[src/rtl/wdg_pkg.sv]
package wdg_pkg;

   typedef enum logic {
      PH_FIRST = 1'b0,
      PH_WIN   = 1'b1
   } wdg_phase_e;

   function automatic int unsigned max_of(int unsigned a, int unsigned b);
      return (a > b) ? a : b;
   endfunction

endpackage

[src/rtl/wdg_pulse_gen.sv]
module wdg_pulse_gen #(
   parameter int unsigned PW_00 = 20,
   parameter int unsigned PW_01 = 10,
   parameter int unsigned PW_10 = 5,
   parameter int unsigned PW_11 = 1,
   parameter int unsigned CW    = 5
) (
   input  logic       clk,
   input  logic       rst_n,
   input  logic       en,
   input  logic       tick,
   input  logic       start,
   input  logic [1:0] sel,
   output logic       busy
);

   logic [CW-1:0] remain;
   logic [CW-1:0] width_lu;

   always_comb begin
      case (sel)
         2'b00:   width_lu = CW'(PW_00);
         2'b01:   width_lu = CW'(PW_01);
         2'b10:   width_lu = CW'(PW_10);
         default: width_lu = CW'(PW_11);
      endcase
   end

   always_ff @(posedge clk or negedge rst_n) begin
      if (!rst_n)                   remain <= '0;
      else if (!en)                 remain <= '0;
      else if (start)               remain <= width_lu;
      else if (tick && remain != 0) remain <= remain - 1'b1;
   end

   assign busy = (remain != '0);

endmodule

[src/rtl/wdg_window_chk.sv]
module wdg_window_chk
   import wdg_pkg::*;
#(
   parameter int unsigned FIRST_MS = 500,
   parameter int unsigned WIN_LO   = 200,
   parameter int unsigned WIN_HI   = 300,
   parameter int unsigned W        = 9
) (
   input  logic clk,
   input  logic rst_n,
   input  logic active,
   input  logic tick,
   input  logic trig,
   output logic edge_ok,
   output logic fail
);

   logic          trig_q;
   wdg_phase_e    phase;
   logic [W-1:0]  elapsed;
   logic [W-1:0]  limit_v;
   logic          edge_seen;
   logic          too_early;
   logic          at_limit;

   always_comb begin
      limit_v   = (phase == PH_FIRST) ? W'(FIRST_MS) : W'(WIN_HI);
      edge_seen = active & (trig ^ trig_q);
      too_early = (phase == PH_WIN) && (elapsed < W'(WIN_LO));
      at_limit  = (elapsed == limit_v);
   end

   assign edge_ok = edge_seen & ~too_early;
   assign fail    = (edge_seen & too_early) | (active & ~edge_seen & tick & at_limit);

   always_ff @(posedge clk or negedge rst_n) begin
      if (!rst_n) begin
         trig_q  <= 1'b0;
         phase   <= PH_FIRST;
         elapsed <= '0;
      end else begin
         trig_q <= trig;
         if (!active) begin
            phase   <= PH_FIRST;
            elapsed <= '0;
         end else if (edge_seen) begin
            phase   <= PH_WIN;
            elapsed <= '0;
         end else if (tick && !at_limit) begin
            elapsed <= elapsed + 1'b1;
         end
      end
   end

endmodule

[src/rtl/wdg_fail_ctr.sv]
module wdg_fail_ctr #(
   parameter int unsigned LIMIT = 5,
   parameter int unsigned CW    = 3
) (
   input  logic clk,
   input  logic rst_n,
   input  logic clr,
   input  logic inc,
   output logic full
);

   logic [CW-1:0] cnt;

   always_ff @(posedge clk or negedge rst_n) begin
      if (!rst_n)             cnt <= '0;
      else if (clr)           cnt <= '0;
      else if (inc && !full)  cnt <= cnt + 1'b1;
   end

   assign full = (cnt == CW'(LIMIT));

endmodule

[src/rtl/wdg_window_guard.sv]
module wdg_window_guard
   import wdg_pkg::*;
#(
   parameter int unsigned FIRST_MS   = 500,
   parameter int unsigned WIN_LO     = 200,
   parameter int unsigned WIN_HI     = 300,
   parameter int unsigned FAIL_LIMIT = 5,
   parameter int unsigned PW_00      = 20,
   parameter int unsigned PW_01      = 10,
   parameter int unsigned PW_10      = 5,
   parameter int unsigned PW_11      = 1
) (
   input  logic       clk,
   input  logic       rst_n,
   input  logic       tick_ms,
   input  logic       wd_enable,
   input  logic       trig_in,
   input  logic [1:0] pw_sel,
   input  logic       chg_ind,
   input  logic       host_read,
   input  logic       cnt_clr,
   input  logic       bus_clr,
   input  logic       flag_clr,
   output logic       rst_pulse,
   output logic       pwr_en,
   output logic       standby_req,
   output logic       wd_flag,
   output logic       bus_flag
);

   localparam int unsigned WCW    = $clog2(max_of(FIRST_MS, WIN_HI) + 1);
   localparam int unsigned PW_MAX = max_of(max_of(PW_00, PW_01), max_of(PW_10, PW_11));
   localparam int unsigned PCW    = $clog2(PW_MAX + 1);
   localparam int unsigned FCW    = $clog2(FAIL_LIMIT + 1);
   localparam int unsigned N_CTR  = 2;

   generate
      if (WIN_LO > WIN_HI)
         $error("wdg_window_guard: WIN_LO must not exceed WIN_HI");
      if (FAIL_LIMIT < 1)
         $error("wdg_window_guard: FAIL_LIMIT must be at least 1");
      if (PW_00 < 1 || PW_01 < 1 || PW_10 < 1 || PW_11 < 1)
         $error("wdg_window_guard: every pulse width must be at least one tick");
   endgenerate

   logic             shutdown, shutdown_q;
   logic             supervise, check_on;
   logic             edge_ok, fail_win, fail_bus, fail_any;
   logic             pend, seen;
   logic [N_CTR-1:0] inc_v, clr_v, full_v;

   assign shutdown  = |full_v;
   assign supervise = wd_enable & ~shutdown;
   assign check_on  = supervise & ~rst_pulse;

   wdg_window_chk #(
      .FIRST_MS (FIRST_MS),
      .WIN_LO   (WIN_LO),
      .WIN_HI   (WIN_HI),
      .W        (WCW)
   ) i_window (
      .clk     (clk),
      .rst_n   (rst_n),
      .active  (check_on),
      .tick    (tick_ms),
      .trig    (trig_in),
      .edge_ok (edge_ok),
      .fail    (fail_win)
   );

   // bus-read supervision across two accepted trigger edges
   assign fail_bus = edge_ok & pend & seen & ~host_read & ~chg_ind;
   assign fail_any = fail_win | fail_bus;

   always_ff @(posedge clk or negedge rst_n) begin
      if (!rst_n) begin
         pend <= 1'b0;
         seen <= 1'b0;
      end else if (!supervise) begin
         pend <= 1'b0;
         seen <= 1'b0;
      end else if (chg_ind) begin
         pend <= 1'b1;
         seen <= 1'b0;
      end else if (host_read || fail_bus) begin
         pend <= 1'b0;
         seen <= 1'b0;
      end else if (edge_ok && pend) begin
         seen <= 1'b1;
      end
   end

   wdg_pulse_gen #(
      .PW_00 (PW_00),
      .PW_01 (PW_01),
      .PW_10 (PW_10),
      .PW_11 (PW_11),
      .CW    (PCW)
   ) i_pulse (
      .clk   (clk),
      .rst_n (rst_n),
      .en    (wd_enable),
      .tick  (tick_ms),
      .start (fail_any),
      .sel   (pw_sel),
      .busy  (rst_pulse)
   );

   assign inc_v = {fail_bus, fail_win};
   assign clr_v = {cnt_clr | bus_clr, cnt_clr};

   genvar g;
   generate
      for (g = 0; g < N_CTR; g++) begin : g_ctr
         wdg_fail_ctr #(
            .LIMIT (FAIL_LIMIT),
            .CW    (FCW)
         ) i_ctr (
            .clk   (clk),
            .rst_n (rst_n),
            .clr   (clr_v[g]),
            .inc   (inc_v[g]),
            .full  (full_v[g])
         );
      end
   endgenerate

   always_ff @(posedge clk or negedge rst_n) begin
      if (!rst_n) begin
         wd_flag    <= 1'b0;
         bus_flag   <= 1'b0;
         shutdown_q <= 1'b0;
      end else begin
         shutdown_q <= shutdown;
         if (fail_win)      wd_flag <= 1'b1;
         else if (flag_clr) wd_flag <= 1'b0;
         if (fail_bus)      bus_flag <= 1'b1;
         else if (flag_clr) bus_flag <= 1'b0;
      end
   end

   assign pwr_en      = ~shutdown;
   assign standby_req = shutdown & ~shutdown_q;

endmodule

[config.mk]
export PLATFORM = sky130hd
export DESIGN_NAME = wdg_window_guard
export DESIGN_NICKNAME = d
export VERILOG_FILES = /design/src/rtl/wdg_pkg.sv /design/src/rtl/wdg_pulse_gen.sv /design/src/rtl/wdg_window_chk.sv /design/src/rtl/wdg_fail_ctr.sv /design/src/rtl/wdg_window_guard.sv
export SDC_FILE = /design/constraint.sdc
export NUM_CORES = 1
export LEC_CHECK = 0
export BUFFER_PORTS_ARGS = -buffer_cell sky130_fd_sc_hd__buf_2
export CELL_PAD_IN_SITES_DETAIL_PLACEMENT = 2
export CELL_PAD_IN_SITES_GLOBAL_PLACEMENT = 2
export CORE_ASPECT_RATIO = 0.9
export CORE_MARGIN = 10
export CORE_UTILIZATION = 40
export CTS_CLUSTER_SIZE = 12
export DETAILED_ROUTE_END_ITERATION = 12
export PLACE_DENSITY = 0.8
export SYNTH_ARGS = -nofsm -noshare
export SYNTH_HDL_FRONTEND = slang
export SYNTH_SLANG_ARGS = --single-unit
[constraint.sdc]
create_clock -name clk -period 4.3 [get_ports clk]
set_clock_uncertainty 0.15 [all_clocks]
set_input_delay 0.86 -clock clk [delete_from_list [all_inputs] [get_ports clk]]
set_output_delay 0.86 -clock clk [all_outputs]
set_load 0.02 [all_outputs]
==> results of run 1 <==
-- path summary, 6_finish.rpt --
kind | end | depth (start not counted)
setup / recovery | rst_pulse | 5
hold / removal | wd_flag | 1
setup reg to reg | i_window.elapsed[7] | 6
hold reg to reg | wd_flag | 1
max in group asynchronous | i_window.elapsed[4] | 1
min in group asynchronous | i_pulse.remain[0] | 1
-- cells by family after synthesis --
logic type                 count (synthesis)  share of synthesized area
DFF                                       27                      0.408
muxes                                      6                     0.0415
adders and majority gates                  8                     0.0604
buffers and inverters                     17                     0.0400
xor gates and xnor gates                   9                     0.0589
AOI/OAI and AO/OA                         33                      0.154
and+or+nand+nor                           60                      0.237
-- worst reg2reg max path, delay by kind of cell, from the launching register on --
kind	cells	cell delay [ns]
DFF	1	0.41
adders and majority gates	1	0.17
AOI/OAI and AO/OA	1	0.26
and+or+nand+nor	3	1.20
buffers and inverters	1	0.12
-- per-layer routing --
metal | track usage | wire length [um] | vias up
met1 | 0.151 | 1930 | 621
met5 | 0 | 0 | -
met3 | 0.0290 | 82 | 6
met4 | 0.0287 | 41 | 0
li1 | - | - | 607
met2 | 0.222 | 2110 | 14
-- metrics by stage --
stage               setup slack [ns]  cells  area, um^2  power (mW)
floorplan                       2.11    160        1660       0.543
global placement                1.85    219        1780       0.612
detailed placement              1.75    219        1780       0.630
CTS                             1.54    223        1820       0.783
global route                    1.44    223        1820       0.833
finish                          1.55    223        1820       0.772
-- power by group through the flow --
stage               Sequential (mW)  Clock, mW  Combinational [mW]
floorplan                     0.314          0               0.228
global placement              0.319          0               0.293
detailed placement            0.322          0               0.307
CTS                           0.318      0.154               0.311
global route                  0.321      0.168               0.344
finish                        0.317      0.149               0.306
-- state kept, by name, summed over array words and instances, names as in the netlist --
name              flops
i_window.elapsed      9
i_window.trig_q       1
bus_flag              1
g_ctr.i_ctr.cnt       6
shutdown_q            1
i_pulse.remain        5
wd_flag               1
i_window.phase        1
pend                  1
seen                  1
-- area by class of cell --
type	count	area share
multi-input combinational	116	0.502
sequential	27	0.371
timing repair buffer	16	0.0440
tap	48	0.0330
clock buffer	4	0.0247
inverter	12	0.0247
-- synth_stat cells (4+ instances only) --
cell type and n:
nand2_1 7, o21ai_0 6, xnor2_1 7, nor2_1 14, nand4_1 4, nand3_1 7, dfrtp_1 27, inv_1 12
ha_1 8, a21oi_1 8, o31ai_1 4, nor2b_1 4
==> results_dict.tcl, run 1 <==
set metrics [dict create \
    drc_errors 0 \
    crit_start "i_pulse.remain[0]" \
    drt_first_pass_iters 4 \
    ys_warn_count 0 \
    die_x_um 87.8 \
    ys_ff_latch 27 \
    p_leak_nw 0.828 \
    dieArea_um2 7120 \
    relSlewSlack 0.582 \
    min_period_ns 2.75 \
    final_common_cell "dfrtp_1" \
    wl_um 4160 \
    viasPerCell 5.60 \
    antenna_found_initial 0 \
    nFillCells 441 \
    worst_setup_path_start_kind "register" \
    cts_setup_buffers 0 \
    synth_area_leaders "dfrtp_1 41%, ha_1 6.0%, xnor2_1 3.7%" \
    cp_cell_sequence "inv_1 -> ha_1 -> nor4b_4 -> inv_1 -> buf_2" \
    max_stage_delay_ns 0.41 \
    fin_crit_sh 0.641 \
    cp-end-kind "output pin" \
    synth_cell_types 56 \
    grt_pass1_vias 1402 \
    syn_area_per_cell_um2 10.4 \
    n_antenna_cell 0 \
    hold_path.startpoint "wd_flag" \
    rsz0062_at_grt "no" \
    portBuffers 16 \
    async_flop_share 1.00 \
    tightest_slew_ns 0.627 \
    wl_per_cell_um 18.7 \
    cts_made_buffers 3 \
    finalWeightedCongestion 0.809 \
    max_cap_viol_count 0 \
    drive_gt1_frac 0.206 \
    path_clk_slew_ns 0.10 \
    syn-num-nets 180 \
    pwr-share-seq 0.411 \
    cts_resized 0 \
    holdWs_ns 0.345 \
    finalSetupViolCount 0 \
    register_area_um2 676 \
    syn_to_final_growth_pct 9.89 \
    cpMostUsedCell "inv_1" \
    coreArea_um2 4050 \
    first_iter_violations 45 \
    switchingPower_uw 297 \
    insertion_delay_ns 0.28 \
    fp.dieH_um 81.1 \
    fp-row-count 22 \
    final_cell_mix "27 x dfrtp_1, 16 x buf_2, 14 x nor2_1, 12 x inv_1" \
    syn_inst 160 \
    fmax_mhz 363 \
    grt_max_degree 28 \
    required_ns 3.29 \
    cts_tree "done" \
    swShare 0.384 \
    synth_top_area_share 0.408 \
    ys_seq_area_frac 0.408 \
    fin_util 0.450 \
    grt_overflow 0 \
    syn_area_um2 1660 \
    postCtsHoldBufs 0 \
    clockRootBuffer "clkbuf_8" \
    cts_buffer_depth 2 \
    htreeDepth 1 \
    cp_top_family "buffers and inverters" \
    synth_edf_count 0 \
    timing.rr.start "i_pulse.remain[0]" \
    dp_hpwl_um 3240 \
    ff2ff_setup_slack_ns 1.90 \
    yosysTopAreaCell "dfrtp_1" \
    multi_input_area_um2 915 \
    initial_core_util 0.409 \
    p_int_uw 476 \
    status "complete, no violations" \
    grt_pass1_wl_um 7200 \
    drtAntennaViolNets 0 \
    cp.arrival_ns 1.74 \
    final.setup.tns_ns 0 \
    crit_type "register to output pin" \
    hold_viol_final 0 \
    path_max_fanout 5 \
    p_clk_frac 0.193 \
    groute.usage.overall 0.126 \
    cts_sinks 27 \
    hp-class "register to register" \
    synth_top_flop_cell "dfrtp_1" \
    vias 1248 \
    combPwrFrac 0.396 \
    ios 17 \
    ir_drop_mv 0.198 \
    maxSlewViolCount 0 \
    slowest_stage "dfrtp_1" \
    path_buf_inv 3 \
    powerDensity_nw_per_um2 424 \
    nets 196 \
]
No activity file was read; power rests on OpenSTA's default activity.
==> run 2, diff against run 1 <==
- ABC_AREA: unset -> 1
- CORE_UTILIZATION: 40 -> 31
- PLACE_DENSITY: 0.8 -> 0.72
- clock period: 4.3 -> 2.39 ns (I/O delays scaled with it)
==> results_dict.tcl, run 2 <==
set metrics [dict create \
    yosysMostFrequentCell "nand2_1" \
    syn_inst 213 \
    synth_top_area_share 0.409 \
    grt_max_degree 28 \
    holdWs_ns 0.0714 \
    final_common_cell "nand2_1" \
    ios 17 \
    fp.dieH_um 89.2 \
    synth_cell_types 30 \
    grt_pass1_vias 1591 \
    dp_cells 295 \
    cp.arrival_ns 1.48 \
    drt_first_pass_iters 4 \
    hp-class "input port to async pin" \
    final_cell_count_no_fill 299 \
    grt_overflow 0 \
    reg_top3 "i_window.elapsed: 9 flops, g_ctr.i_ctr.cnt: 6 flops, i_pulse.remain: 5 flops" \
    swShare 0.384 \
    finalWeightedCongestion 0.741 \
    path_buf_inv 3 \
    wl_um 4460 \
    cpMostUsedCell "inv_1" \
    pwr-share-seq 0.423 \
    synth_edf_count 0 \
    path_clk_slew_ns 0.10 \
    ys_warn_count 0 \
    syn_area_um2 1650 \
    ys_ff_latch 27 \
    cts_tree "done" \
    htreeDepth 1 \
    cts_sinks 27 \
    drtAntennaViolNets 0 \
    combPwrFrac 0.366 \
    drive_gt1_frac 0.172 \
    slowest_stage "dfrtp_1" \
    fmax_mhz 475 \
    vias 1418 \
    ys_seq_area_frac 0.409 \
    fin_crit_sh 0.881 \
    wl_per_cell_um 14.9 \
    dieArea_um2 8650 \
    cts_made_buffers 3 \
    cp_top_family "flip-flops" \
    min_period_ns 2.11 \
    cp-end-kind "output pin" \
    tightest_slew_ns 0.665 \
    power_mw 1.28 \
    groute.usage.overall 0.107 \
    p_leak_nw 0.896 \
    cts_buffer_depth 2 \
    syn_area_per_cell_um2 7.75 \
    antenna_found_initial 0 \
    switchingPower_uw 492 \
    insertion_delay_ns 0.28 \
    dp_hpwl_um 3570 \
    hold_viol_final 0 \
    finalSetupViolCount 0 \
    worst_setup_path_start_kind "register" \
    synth_top_flop_cell "dfrtp_1" \
    clockRootBuffer "clkbuf_8" \
    syn-num-nets 233 \
    powerDensity_nw_per_um2 690 \
    crit_type "register to output pin" \
    coreArea_um2 5190 \
    n_antenna_cell 0 \
    fp-row-count 25 \
    async_flop_share 1.00 \
    fin_util 0.358 \
    regMostFlops "i_window.elapsed" \
    final.setup.tns_ns 0 \
    max_stage_delay_ns 0.41 \
    drc_errors 0 \
    relSlewSlack 0.557 \
    grt_pass1_wl_um 7760 \
    die_x_um 96.9 \
    rsz0062_at_grt "no" \
    first_iter_violations 39 \
    synth_area_leaders "dfrtp_1 41%, nand2_1 11%, inv_1 6.8%" \
    largest_reg_flops 9 \
    required_ns 1.76 \
    initial_core_util 0.318 \
    p_clk_frac 0.211 \
    yosysTopAreaCell "dfrtp_1" \
    nets 253 \
    final_cell_mix "47 x nand2_1, 30 x inv_1, 27 x dfrtp_1, 17 x nor2_1, 17 x nand3_1" \
    syn_to_final_growth_pct 12.5 \
    synth.top_cells.by_count "47 x nand2_1, 30 x inv_1, 27 x dfrtp_1, 17 x nand3_1, 17 x nor2_1" \
    max_cap_viol_count 0 \
    maxSlewViolCount 0 \
    path_max_fanout 5 \
    p_int_uw 789 \
    ir_drop_mv 0.261 \
    viasPerCell 4.74 \
    status "complete, no violations" \
    cp_cell_sequence "inv_1 -> ha_1 -> nand2_1 -> nor2_4 -> inv_1 -> buf_2" \
    portBuffers 16 \
]
[run 2: cell types whose count changed after synthesis, sizes merged, moves of 3 or more]
cell	change
inv	+23
mux2	-4
nand2	+43
nand3	+10
nor2	+8
nor2b	-4
nor4b	-3
o21ai	+9
o31ai	-4
xnor2	-6
xor2	+3
[run 2: timing repair]
item / in CTS / in global routing
gates resized for setup: 0 / 1
hold buffers: 0 / 0
buffers inserted: 0 / 0
setup endpoints to repair: 0 / 2
[run 2: final timing paths]
check | startpoint | endpoint | slack (ns) | depth (start not counted)
worst max register to register | g_ctr[1].i_ctr.cnt[0] | i_pulse.remain[3] | 0.31 | 10
worst min register to register | i_pulse.remain[1] | i_pulse.remain[1] | 0.34 | 2
max in group asynchronous | rst_n | i_window.elapsed[3] | 1.59 | 1
worst min-delay path | rst_n | shutdown_q | 0.07 | 1
min in group clk | trig_in | i_window.trig_q | 0.17 | 1
worst max-delay path | i_pulse.remain[0] | rst_pulse | 0.28 | 6
[run 2: cells by family (layout without fill, tap and decap cells)]
kind of cell / count (synthesis) / count (layout) / synth area share
xor gates and xnor gates: 6 / 6 / 0.0318
adders and majority gates: 8 / 8 / 0.0607
AOI/OAI and AO/OA: 27 / 27 / 0.0864
DFF: 27 / 27 / 0.409
buffers and inverters: 36 / 55 / 0.0864
and+or+nand+nor: 109 / 109 / 0.325
[run 2: cell type report]
| class | instances | area, um^2 |
|---|---|---|
| Fill cell | 662 | 3340 |
| Multi-Input combinational cell | 150 | 837 |
| Sequential cell | 27 | 676 |
| Inverter | 35 | 131 |
| Tap cell | 67 | 83.8 |
| Timing Repair Buffer | 16 | 80.1 |
| Clock buffer | 3 | 41.3 |
| Clock inverter | 1 | 7.51 |
[run 2: stage by stage]
step | setup slack (ns) | area (um^2)
after floorplan | 0.583 | 1650
after global placement | 0.320 | 1800
after detailed placement | 0.310 | 1800
after CTS | 0.253 | 1850
after global routing | 0.0387 | 1860
final | 0.284 | 1860
[run 2: power by group through the flow]
stage / combinational [mW] / sequential (mW) / clock, mW
3_5_place_dp: 0.476 / 0.553 / 0
6_report: 0.469 / 0.542 / 0.270
5_1_grt: 0.543 / 0.550 / 0.311
3_3_place_gp: 0.470 / 0.551 / 0
4_1_cts: 0.481 / 0.543 / 0.289
2_1_floorplan: 0.345 / 0.543 / 0
[run 2: per-layer routing]
metal / GRT usage / vias up / routed length (um)
met2: 0.189 / 13 / 2170
met1: 0.132 / 686 / 2160
met4: 0.0161 / 0 / 28
met3: 0.0247 / 2 / 99
li1: - / 717 / -
met5: 0 / - / 0
